--- src/rtl/alu16_pkg.sv ---
package alu16_pkg;
   typedef enum logic [3:0] {
      FN_SHR_LOG = 4'b0000,
      FN_SHR_ARI = 4'b0001,
      FN_SHR_ROT = 4'b0010,
      FN_PASS    = 4'b0100,
      FN_NEGATE  = 4'b0101,
      FN_INCR    = 4'b0110,
      FN_INVERT  = 4'b0111,
      FN_BOR     = 4'b1000,
      FN_BAND    = 4'b1001,
      FN_BXOR    = 4'b1010,
      FN_SUM     = 4'b1100,
      FN_DIFF    = 4'b1101,
      FN_SUMC    = 4'b1110,
      FN_DIFFC   = 4'b1111
   } alu_fn_e;

   typedef struct packed {
      logic n;
      logic z;
      logic v;
      logic c;
   } cc_t;
endpackage

--- src/rtl/alu16_shift.sv ---
module alu16_shift #(
   parameter int WIDTH = 16
) (
   input  logic [1:0]       mode_i,
   input  logic [WIDTH-1:0] a_i,
   input  logic             cin_i,
   output logic [WIDTH-1:0] res_o,
   output logic             cout_o
);
   localparam int MSB = WIDTH - 1;

   logic fill;

   always_comb begin
      unique case (mode_i)
         2'b01:   fill = a_i[MSB];
         2'b10:   fill = cin_i;
         default: fill = 1'b0;
      endcase
   end

   assign res_o  = {fill, a_i[MSB:1]};
   assign cout_o = a_i[0];
endmodule

--- src/rtl/alu16_bitops.sv ---
module alu16_bitops #(
   parameter int WIDTH = 16
) (
   input  logic [3:0]       func_i,
   input  logic [WIDTH-1:0] a_i,
   input  logic [WIDTH-1:0] b_i,
   output logic [WIDTH-1:0] res_o,
   output logic             ovf_o
);
   import alu16_pkg::*;

   localparam logic [WIDTH-1:0] SMIN = {1'b1, {(WIDTH-1){1'b0}}};
   localparam logic [WIDTH-1:0] SMAX = {1'b0, {(WIDTH-1){1'b1}}};
   localparam logic [WIDTH-1:0] ONE  = {{(WIDTH-1){1'b0}}, 1'b1};

   always_comb begin
      res_o = '0;
      ovf_o = 1'b0;
      unique case (func_i)
         FN_PASS:   res_o = b_i;
         FN_NEGATE: begin
            res_o = ~b_i + ONE;
            ovf_o = (b_i == SMIN);
         end
         FN_INCR:   begin
            res_o = b_i + ONE;
            ovf_o = (b_i == SMAX);
         end
         FN_INVERT: res_o = ~b_i;
         FN_BOR:    res_o = a_i | b_i;
         FN_BAND:   res_o = a_i & b_i;
         FN_BXOR:   res_o = a_i ^ b_i;
         default:   res_o = '0;
      endcase
   end
endmodule

--- src/rtl/alu16_addsub.sv ---
module alu16_addsub #(
   parameter int WIDTH  = 16,
   parameter bit RIPPLE = 1'b0
) (
   input  logic [WIDTH-1:0] a_i,
   input  logic [WIDTH-1:0] b_i,
   input  logic             sub_i,
   input  logic             usec_i,
   input  logic             cin_i,
   output logic [WIDTH-1:0] res_o,
   output logic             c_o,
   output logic             v_o
);
   localparam int MSB = WIDTH - 1;

   logic [WIDTH-1:0] bx;
   logic             c0;
   logic             cout;

   // Subtraction is a + ~b + 1; the borrow flavour replaces the +1 by ~carry.
   assign bx = sub_i ? ~b_i : b_i;
   assign c0 = sub_i ? ~(usec_i & cin_i) : (usec_i & cin_i);

   generate
      if (RIPPLE) begin : g_ripple
         logic [WIDTH:0] cy;
         assign cy[0] = c0;
         for (genvar i = 0; i < WIDTH; i++) begin : g_bit
            assign res_o[i]  = a_i[i] ^ bx[i] ^ cy[i];
            assign cy[i+1]   = (a_i[i] & bx[i]) | (cy[i] & (a_i[i] ^ bx[i]));
         end
         assign cout = cy[WIDTH];
         assign v_o  = cy[WIDTH] ^ cy[MSB];
      end else begin : g_flat
         assign {cout, res_o} = {1'b0, a_i} + {1'b0, bx} + {{WIDTH{1'b0}}, c0};
         assign v_o = (a_i[MSB] == bx[MSB]) && (res_o[MSB] != a_i[MSB]);
      end
   endgenerate

   // Carry out of a subtraction is "no borrow"; the flag reports the borrow.
   assign c_o = sub_i ? ~cout : cout;
endmodule

--- src/rtl/alu16_cc.sv ---
module alu16_cc #(
   parameter int WIDTH      = 16,
   parameter int IDX_W      = 3,
   parameter int PC_IDX     = 7,
   parameter bit RIPPLE_ADD = 1'b0
) (
   input  logic [3:0]       func_i,
   input  logic [IDX_W-1:0] dst_i,
   input  logic [WIDTH-1:0] opa_i,
   input  logic [WIDTH-1:0] opb_i,
   input  logic             carry_i,
   output logic [WIDTH-1:0] result_o,
   output logic             flag_n_o,
   output logic             flag_z_o,
   output logic             flag_v_o,
   output logic             flag_c_o,
   output logic             upd_n_o,
   output logic             upd_z_o,
   output logic             upd_v_o,
   output logic             upd_c_o,
   output logic             wr_en_o
);
   import alu16_pkg::*;

   localparam int MSB = WIDTH - 1;
   localparam logic [IDX_W-1:0] PC_SEL = IDX_W'(PC_IDX);

   generate
      if (WIDTH < 2) begin : g_bad_width
         $error("alu16_cc: WIDTH must be at least 2");
      end
      if (PC_IDX < 0 || PC_IDX >= (1 << IDX_W)) begin : g_bad_pc
         $error("alu16_cc: PC_IDX outside the index range");
      end
   endgenerate

   logic is_shift, is_bit, is_arith, valid;
   logic [WIDTH-1:0] sh_res, bt_res, ad_res, res;
   logic sh_c, bt_v, ad_c, ad_v;
   cc_t  cc;

   assign is_shift = (func_i[3:2] == 2'b00) && (func_i[1:0] != 2'b11);
   assign is_arith = (func_i[3:2] == 2'b11);
   assign is_bit   = (func_i[3:2] == 2'b01) ||
                     ((func_i[3:2] == 2'b10) && (func_i[1:0] != 2'b11));
   assign valid    = is_shift | is_bit | is_arith;

   alu16_shift #(.WIDTH(WIDTH)) shift_i (
      .mode_i (func_i[1:0]),
      .a_i    (opa_i),
      .cin_i  (carry_i),
      .res_o  (sh_res),
      .cout_o (sh_c)
   );

   alu16_bitops #(.WIDTH(WIDTH)) bitops_i (
      .func_i (func_i),
      .a_i    (opa_i),
      .b_i    (opb_i),
      .res_o  (bt_res),
      .ovf_o  (bt_v)
   );

   alu16_addsub #(.WIDTH(WIDTH), .RIPPLE(RIPPLE_ADD)) addsub_i (
      .a_i    (opa_i),
      .b_i    (opb_i),
      .sub_i  (func_i[0]),
      .usec_i (func_i[1]),
      .cin_i  (carry_i),
      .res_o  (ad_res),
      .c_o    (ad_c),
      .v_o    (ad_v)
   );

   always_comb begin
      res  = '0;
      cc   = '0;
      cc.c = carry_i;
      if (is_shift) begin
         res  = sh_res;
         cc.c = sh_c;
         cc.v = sh_res[MSB] ^ sh_c;
      end else if (is_bit) begin
         res  = bt_res;
         cc.v = bt_v;
      end else if (is_arith) begin
         res  = ad_res;
         cc.c = ad_c;
         cc.v = ad_v;
      end
      cc.n = valid & res[MSB];
      cc.z = valid & (res == '0);
   end

   assign result_o = res;
   assign flag_n_o = cc.n;
   assign flag_z_o = cc.z;
   assign flag_v_o = cc.v;
   assign flag_c_o = cc.c;
   assign upd_n_o  = valid;
   assign upd_z_o  = valid;
   assign upd_v_o  = valid;
   assign upd_c_o  = is_shift | is_arith;
   assign wr_en_o  = valid && (dst_i != PC_SEL);
endmodule

--- config.mk ---
export PLATFORM = sky130hd
export DESIGN_NAME = alu16_cc
export DESIGN_NICKNAME = d
export VERILOG_FILES = /design/src/rtl/alu16_pkg.sv /design/src/rtl/alu16_shift.sv /design/src/rtl/alu16_bitops.sv /design/src/rtl/alu16_addsub.sv /design/src/rtl/alu16_cc.sv
export SDC_FILE = /design/constraint.sdc
export NUM_CORES = 1
export LEC_CHECK = 0
export BUFFER_PORTS_ARGS = -buffer_cell sky130_fd_sc_hd__buf_2
export CAP_MARGIN = 5
export CORE_ASPECT_RATIO = 0.7
export CORE_MARGIN = 5
export CORE_UTILIZATION = 61
export DETAILED_ROUTE_END_ITERATION = 16
export PLACE_DENSITY = 0.86
export REMOVE_ABC_BUFFERS = 1
export SYNTH_ARGS = -nofsm -noshare
export SYNTH_HDL_FRONTEND = slang
export SYNTH_HIERARCHICAL = 1
export SYNTH_SLANG_ARGS = --single-unit
--- constraint.sdc ---
create_clock -name vclk -period 8.7
set_input_delay 1.74 -clock vclk [all_inputs]
set_output_delay 1.74 -clock vclk [all_outputs]
set_load 0.02 [all_outputs]
==> results.json, run 1 <==
{
  "io_pins": 65,
  "buffer_ports.inserted": 65,
  "p_sw_mw": 0.181,
  "period_minus_slack_ns": 7.55,
  "drt_first_pass_iters": 5,
  "internal_power_mw": 0.116,
  "overflow": 0,
  "power_frac_seq_pct": 0,
  "ys_seq_area_share_pct": 0,
  "drive_gt1_share_pct": 17.0,
  "start_util_pct": 64.2,
  "cts_setup_buffers": 0,
  "place.gp.congestion": 0.979,
  "dp_cells": 629,
  "hpwlAfterDp_mm": 9.42,
  "ir_worst_vdd_v": 0.0000506,
  "grt_pass1_vias": 3998,
  "swShare_pct": 61.0,
  "drc_errors": 0,
  "p_per_area_nw_per_um2": 76.1,
  "finalSetupViolations": 0,
  "cp-end-kind": "output pin",
  "power.total_mw": 0.297,
  "grt_use_total_pct": 31.0,
  "synth_top_area_share_pct": 16.3,
  "nClkBuffers": 0,
  "fmax_ghz": 0.133,
  "fin_setup_tns_ns": 0,
  "fillCellCount": 552,
  "netlist_area_um2": 3750,
  "maxCapViolations": 0,
  "wl_per_cell_um": 20.0,
  "critPathKind": "input pin to output pin",
  "placed_area_um2": 3900,
  "ant_nets": 0,
  "area_growth_pct": 4.07,
  "clock_power_share_pct": 0,
  "fin_area_um2": 3900,
  "fin_util_pct": 66.8,
  "grt_pass1_wl_mm": 20.3,
  "cts_hold_buf": 0,
  "regArea_um2": 0,
  "grt_setup_unrepaired": "false",
  "coreArea_um2": 5840,
  "crit_path_start_kind": "input pin",
  "worstPathMaxFanout": 42,
  "fin_cells": 629,
  "wl_mm": 12.6,
  "grt_max_degree": 50,
  "postSynthAreaPerCell_um2": 7.01,
  "power_frac_comb_pct": 100.0,
  "antenna_found_initial": 0,
  "ys_top_cells_by_area": "ha_1, xor2_1, a21oi_1",
  "hp-class": "input pin to output pin",
  "mostFrequentLayoutCell": "buf_2",
  "die-area_um2": 7840,
  "maxSlewViolCount": 0,
  "viasPerCell": 6.98,
  "cts-resized-gates": 0,
  "antennaDiodeCount": 0,
  "syn_inst": 535,
  "netlist-cell-type-count": 69,
  "worst_slew_pin_slew_ns": 1.14,
  "relSlewSlack_pct": 23.5,
  "synth_top_area_cell": "ha_1",
  "crit_required_ns": 6.96,
  "seq_cells": 0,
  "hold_viol": 0,
  "dr.first_iter.drc_count": 445,
  "status": "finished clean",
  "die_x_um": 104,
  "fp.dieH_um": 75.6,
  "rows": 23,
  "leakage_nw": 1.75,
  "nets": 647,
  "vias": 4389,
  "arrival_ns": 5.81,
  "final_cell_mix": "buf_2, ha_1, inv_1, a21oi_1, nand2_1",
  "yosys_warnings": 6,
  "min_period_over_period_pct": 86.7
}
-- stage by stage --
| stage | hold slack [ns] | setup WS [ns] |
|---|---|---|
| floorplan | 3.61 | 2.24 |
| global placement | 3.76 | 1.30 |
| detailed placement | 3.78 | 1.26 |
| CTS | 3.78 | 1.24 |
| global route | 3.80 | 0.940 |
| finish | 3.77 | 1.15 |
-- worst max-delay path: stages --
cell	delay [ns]
buf_2	0.56
buf_4	0.52
xor2_1	0.20
ha_1	0.30
and3_1	0.25
a221o_1	0.33
a221o_1	0.41
nor2_1	0.11
o21ba_2	0.14
xnor2_1	0.05
mux2_2	0.25
nand2_1	0.06
o21ai_0	0.11
o32a_1	0.22
nor4_2	0.29
buf_2	0.22
-- logic make-up after synthesis --
group / after synthesis / share of synthesized area [%]
compound gates: 190 / 35.9
simple gates: 140 / 19.4
buf+inv: 100 / 13.3
fa+ha+maj: 51 / 17.4
xor+xnor: 38 / 8.87
mux: 16 / 5.14
-- power by group through the flow --
| stage | Combinational, mW | Sequential (mW) | Clock (mW) |
|---|---|---|---|
| after floorplan | 0.192 | 0 | 0 |
| after global placement | 0.282 | 0 | 0 |
| after detailed placement | 0.289 | 0 | 0 |
| after CTS | 0.290 | 0 | 0 |
| after global routing | 0.325 | 0 | 0 |
| final | 0.297 | 0 | 0 |
-- final timing paths --
path	from	endpoint	slack [ns]	cells after the start
max	func_i[0]	flag_z_o	1.15	16
min	dst_i[0]	wr_en_o	3.77	3
-- Yosys cell counts, drive strengths merged (12+ instances only) --
cell type and instances:
a221oi 16, inv 46, xor2 26, o211ai 17, nor2b 13, nor2 32
nand3 13, a22oi 13, nand2 38, clkbuf 14, xnor2 12, a21oi 38
o21ai 32, ha 49, buf 40
-- area by class of cell --
class | count | area [µm²] | area share (%)
multi-input combinational | 435 | 3250 | 83.3
timing repair buffer | 73 | 385 | 9.87
tap | 75 | 93.8 | 2.40
inverter | 46 | 173 | 4.42
-- metal layers --
metal	GRT usage, %	part of all wire [%]	routed length [µm]
met1	42.8	43	5380
met4	9.77	3.4	425
met2	48.3	41	5110
met5	0	0	0
met3	7.28	13	1670
(Power assumes the default switching activity.)
==> inputs of run 2 (changes only) <==
--- a/config.mk
+++ b/config.mk
@@ -7,11 +7,13 @@
 export LEC_CHECK = 0
 export BUFFER_PORTS_ARGS = -buffer_cell sky130_fd_sc_hd__buf_2
 export CAP_MARGIN = 5
+export CELL_PAD_IN_SITES_DETAIL_PLACEMENT = 1
+export CELL_PAD_IN_SITES_GLOBAL_PLACEMENT = 2
 export CORE_ASPECT_RATIO = 0.7
 export CORE_MARGIN = 5
-export CORE_UTILIZATION = 61
+export CORE_UTILIZATION = 36
 export DETAILED_ROUTE_END_ITERATION = 16
-export PLACE_DENSITY = 0.86
+export PLACE_DENSITY_LB_ADDON = 0.1
 export REMOVE_ABC_BUFFERS = 1
 export SYNTH_ARGS = -nofsm -noshare
 export SYNTH_HDL_FRONTEND = slang
==> results.json, run 2 (synthesized netlist as in run 1, its figures left out) <==
{
  "viasPerCell": 6.17,
  "grt_pass1_wl_mm": 23.8,
  "drive_gt1_share_pct": 17.6,
  "buffer_ports.inserted": 65,
  "maxSlewViolCount": 0,
  "crit_path_start_kind": "input pin",
  "ir_worst_vdd_v": 0.0000275,
  "hp-class": "input pin to output pin",
  "vias": 4259,
  "ant_nets": 0,
  "grt_max_degree": 44,
  "hold_viol": 0,
  "cts-resized-gates": 0,
  "rows": 31,
  "worstPathMaxFanout": 29,
  "crit_required_ns": 6.96,
  "coreArea_um2": 10300,
  "area_growth_pct": 6.77,
  "cts_hold_buf": 0,
  "mostFrequentLayoutCell": "buf_2",
  "regArea_um2": 0,
  "die_x_um": 132,
  "nClkBuffers": 0,
  "grt_pass1_vias": 4208,
  "fin_setup_tns_ns": 0,
  "drt_first_pass_iters": 5,
  "start_util_pct": 36.5,
  "p_per_area_nw_per_um2": 76.5,
  "finalSetupViolations": 0,
  "status": "finished clean",
  "period_minus_slack_ns": 7.35,
  "arrival_ns": 5.61,
  "seq_cells": 0,
  "critPathKind": "input pin to output pin",
  "worst_slew_pin_slew_ns": 0.817,
  "io_pins": 65,
  "path_cells": "buf_2, buf_4, xor2_1, ha_1, a21o_1, a221o_1, a221o_1, xor2_1, mux2_2, a22o_1, o32ai_1, nand4_1, nor4_2, buf_2",
  "fp.dieH_um": 95.4,
  "grt_setup_unrepaired": "false",
  "power.total_mw": 0.306,
  "slowest_stage": "buf_2",
  "dp_cells": 690,
  "cp-end-kind": "output pin",
  "fillCellCount": 1311,
  "fin_cells": 690,
  "die-area_um2": 12600,
  "dr.first_iter.drc_count": 324,
  "wl_mm": 14.9,
  "min_period_over_period_pct": 84.4,
  "antenna_found_initial": 0,
  "leakage_nw": 1.77,
  "critical_path.max_stage_delay_ns": 0.45,
  "maxCapViolations": 0,
  "final_cell_mix": "buf_2, ha_1, inv_1, a21oi_1, nand2_1",
  "drc_errors": 0,
  "grt_use_total_pct": 22.9,
  "antennaDiodeCount": 0,
  "hpwlAfterDp_mm": 11.9,
  "wl_per_cell_um": 21.6,
  "fmax_ghz": 0.136,
  "place.gp.congestion": 0.918,
  "nets": 651,
  "cts_setup_buffers": 0,
  "relSlewSlack_pct": 45.5,
  "overflow": 0
}
-- run 2: final timing paths --
| kind | start | to | slack (ns) | depth (start not counted) |
|---|---|---|---|---|
| setup / recovery | func_i[0] | flag_z_o | 1.35 | 14 |
| hold / removal | dst_i[0] | wr_en_o | 3.77 | 3 |
-- run 2: area by class of cell --
type / count / area (µm²) / share of cell area [%]
inverter: 46 / 173 / 4.31
timing repair buffer: 77 / 415 / 10.4
tap: 132 / 165 / 4.12
multi-input combinational: 435 / 3250 / 81.2
-- run 2: critical path, delay by kind of cell --
| family | cells | cell delay, ns |
|---|---|---|
| buffers and inverters | 3 | 1.08 |
| adder cells (fa/ha/maj) | 1 | 0.32 |
| multiplexers | 1 | 0.28 |
| XOR/XNOR | 2 | 0.37 |
| AO/OA/AOI/OAI | 5 | 1.44 |
| AND/OR/NAND/NOR | 2 | 0.35 |
-- run 2: through the flow --
stage	hold slack (ns)	setup WS (ns)	area, µm²	utilization [%]
CTS	3.77	1.39	4010	39.0
global placement	3.76	1.51	4010	39.0
global route	3.78	1.11	4010	39.0
floorplan	3.61	2.24	3420	-
finish	3.77	1.35	4010	39.0
detailed placement	3.77	1.40	4010	39.0
-- run 2: metal layers --
layer	share of wire [%]	GRT usage (%)	vias up
li1	-	-	2020
met1	48	34.1	2099
met2	44	37.1	133
met3	6.8	2.74	7
met4	0.48	1.28	0
met5	0	0	-
-- run 2: where the power goes --
part           internal (mW)  leakage [nW]  switching (mW)
clock network              0             0               0
logic                  0.118          1.77           0.189
registers                  0             0               0
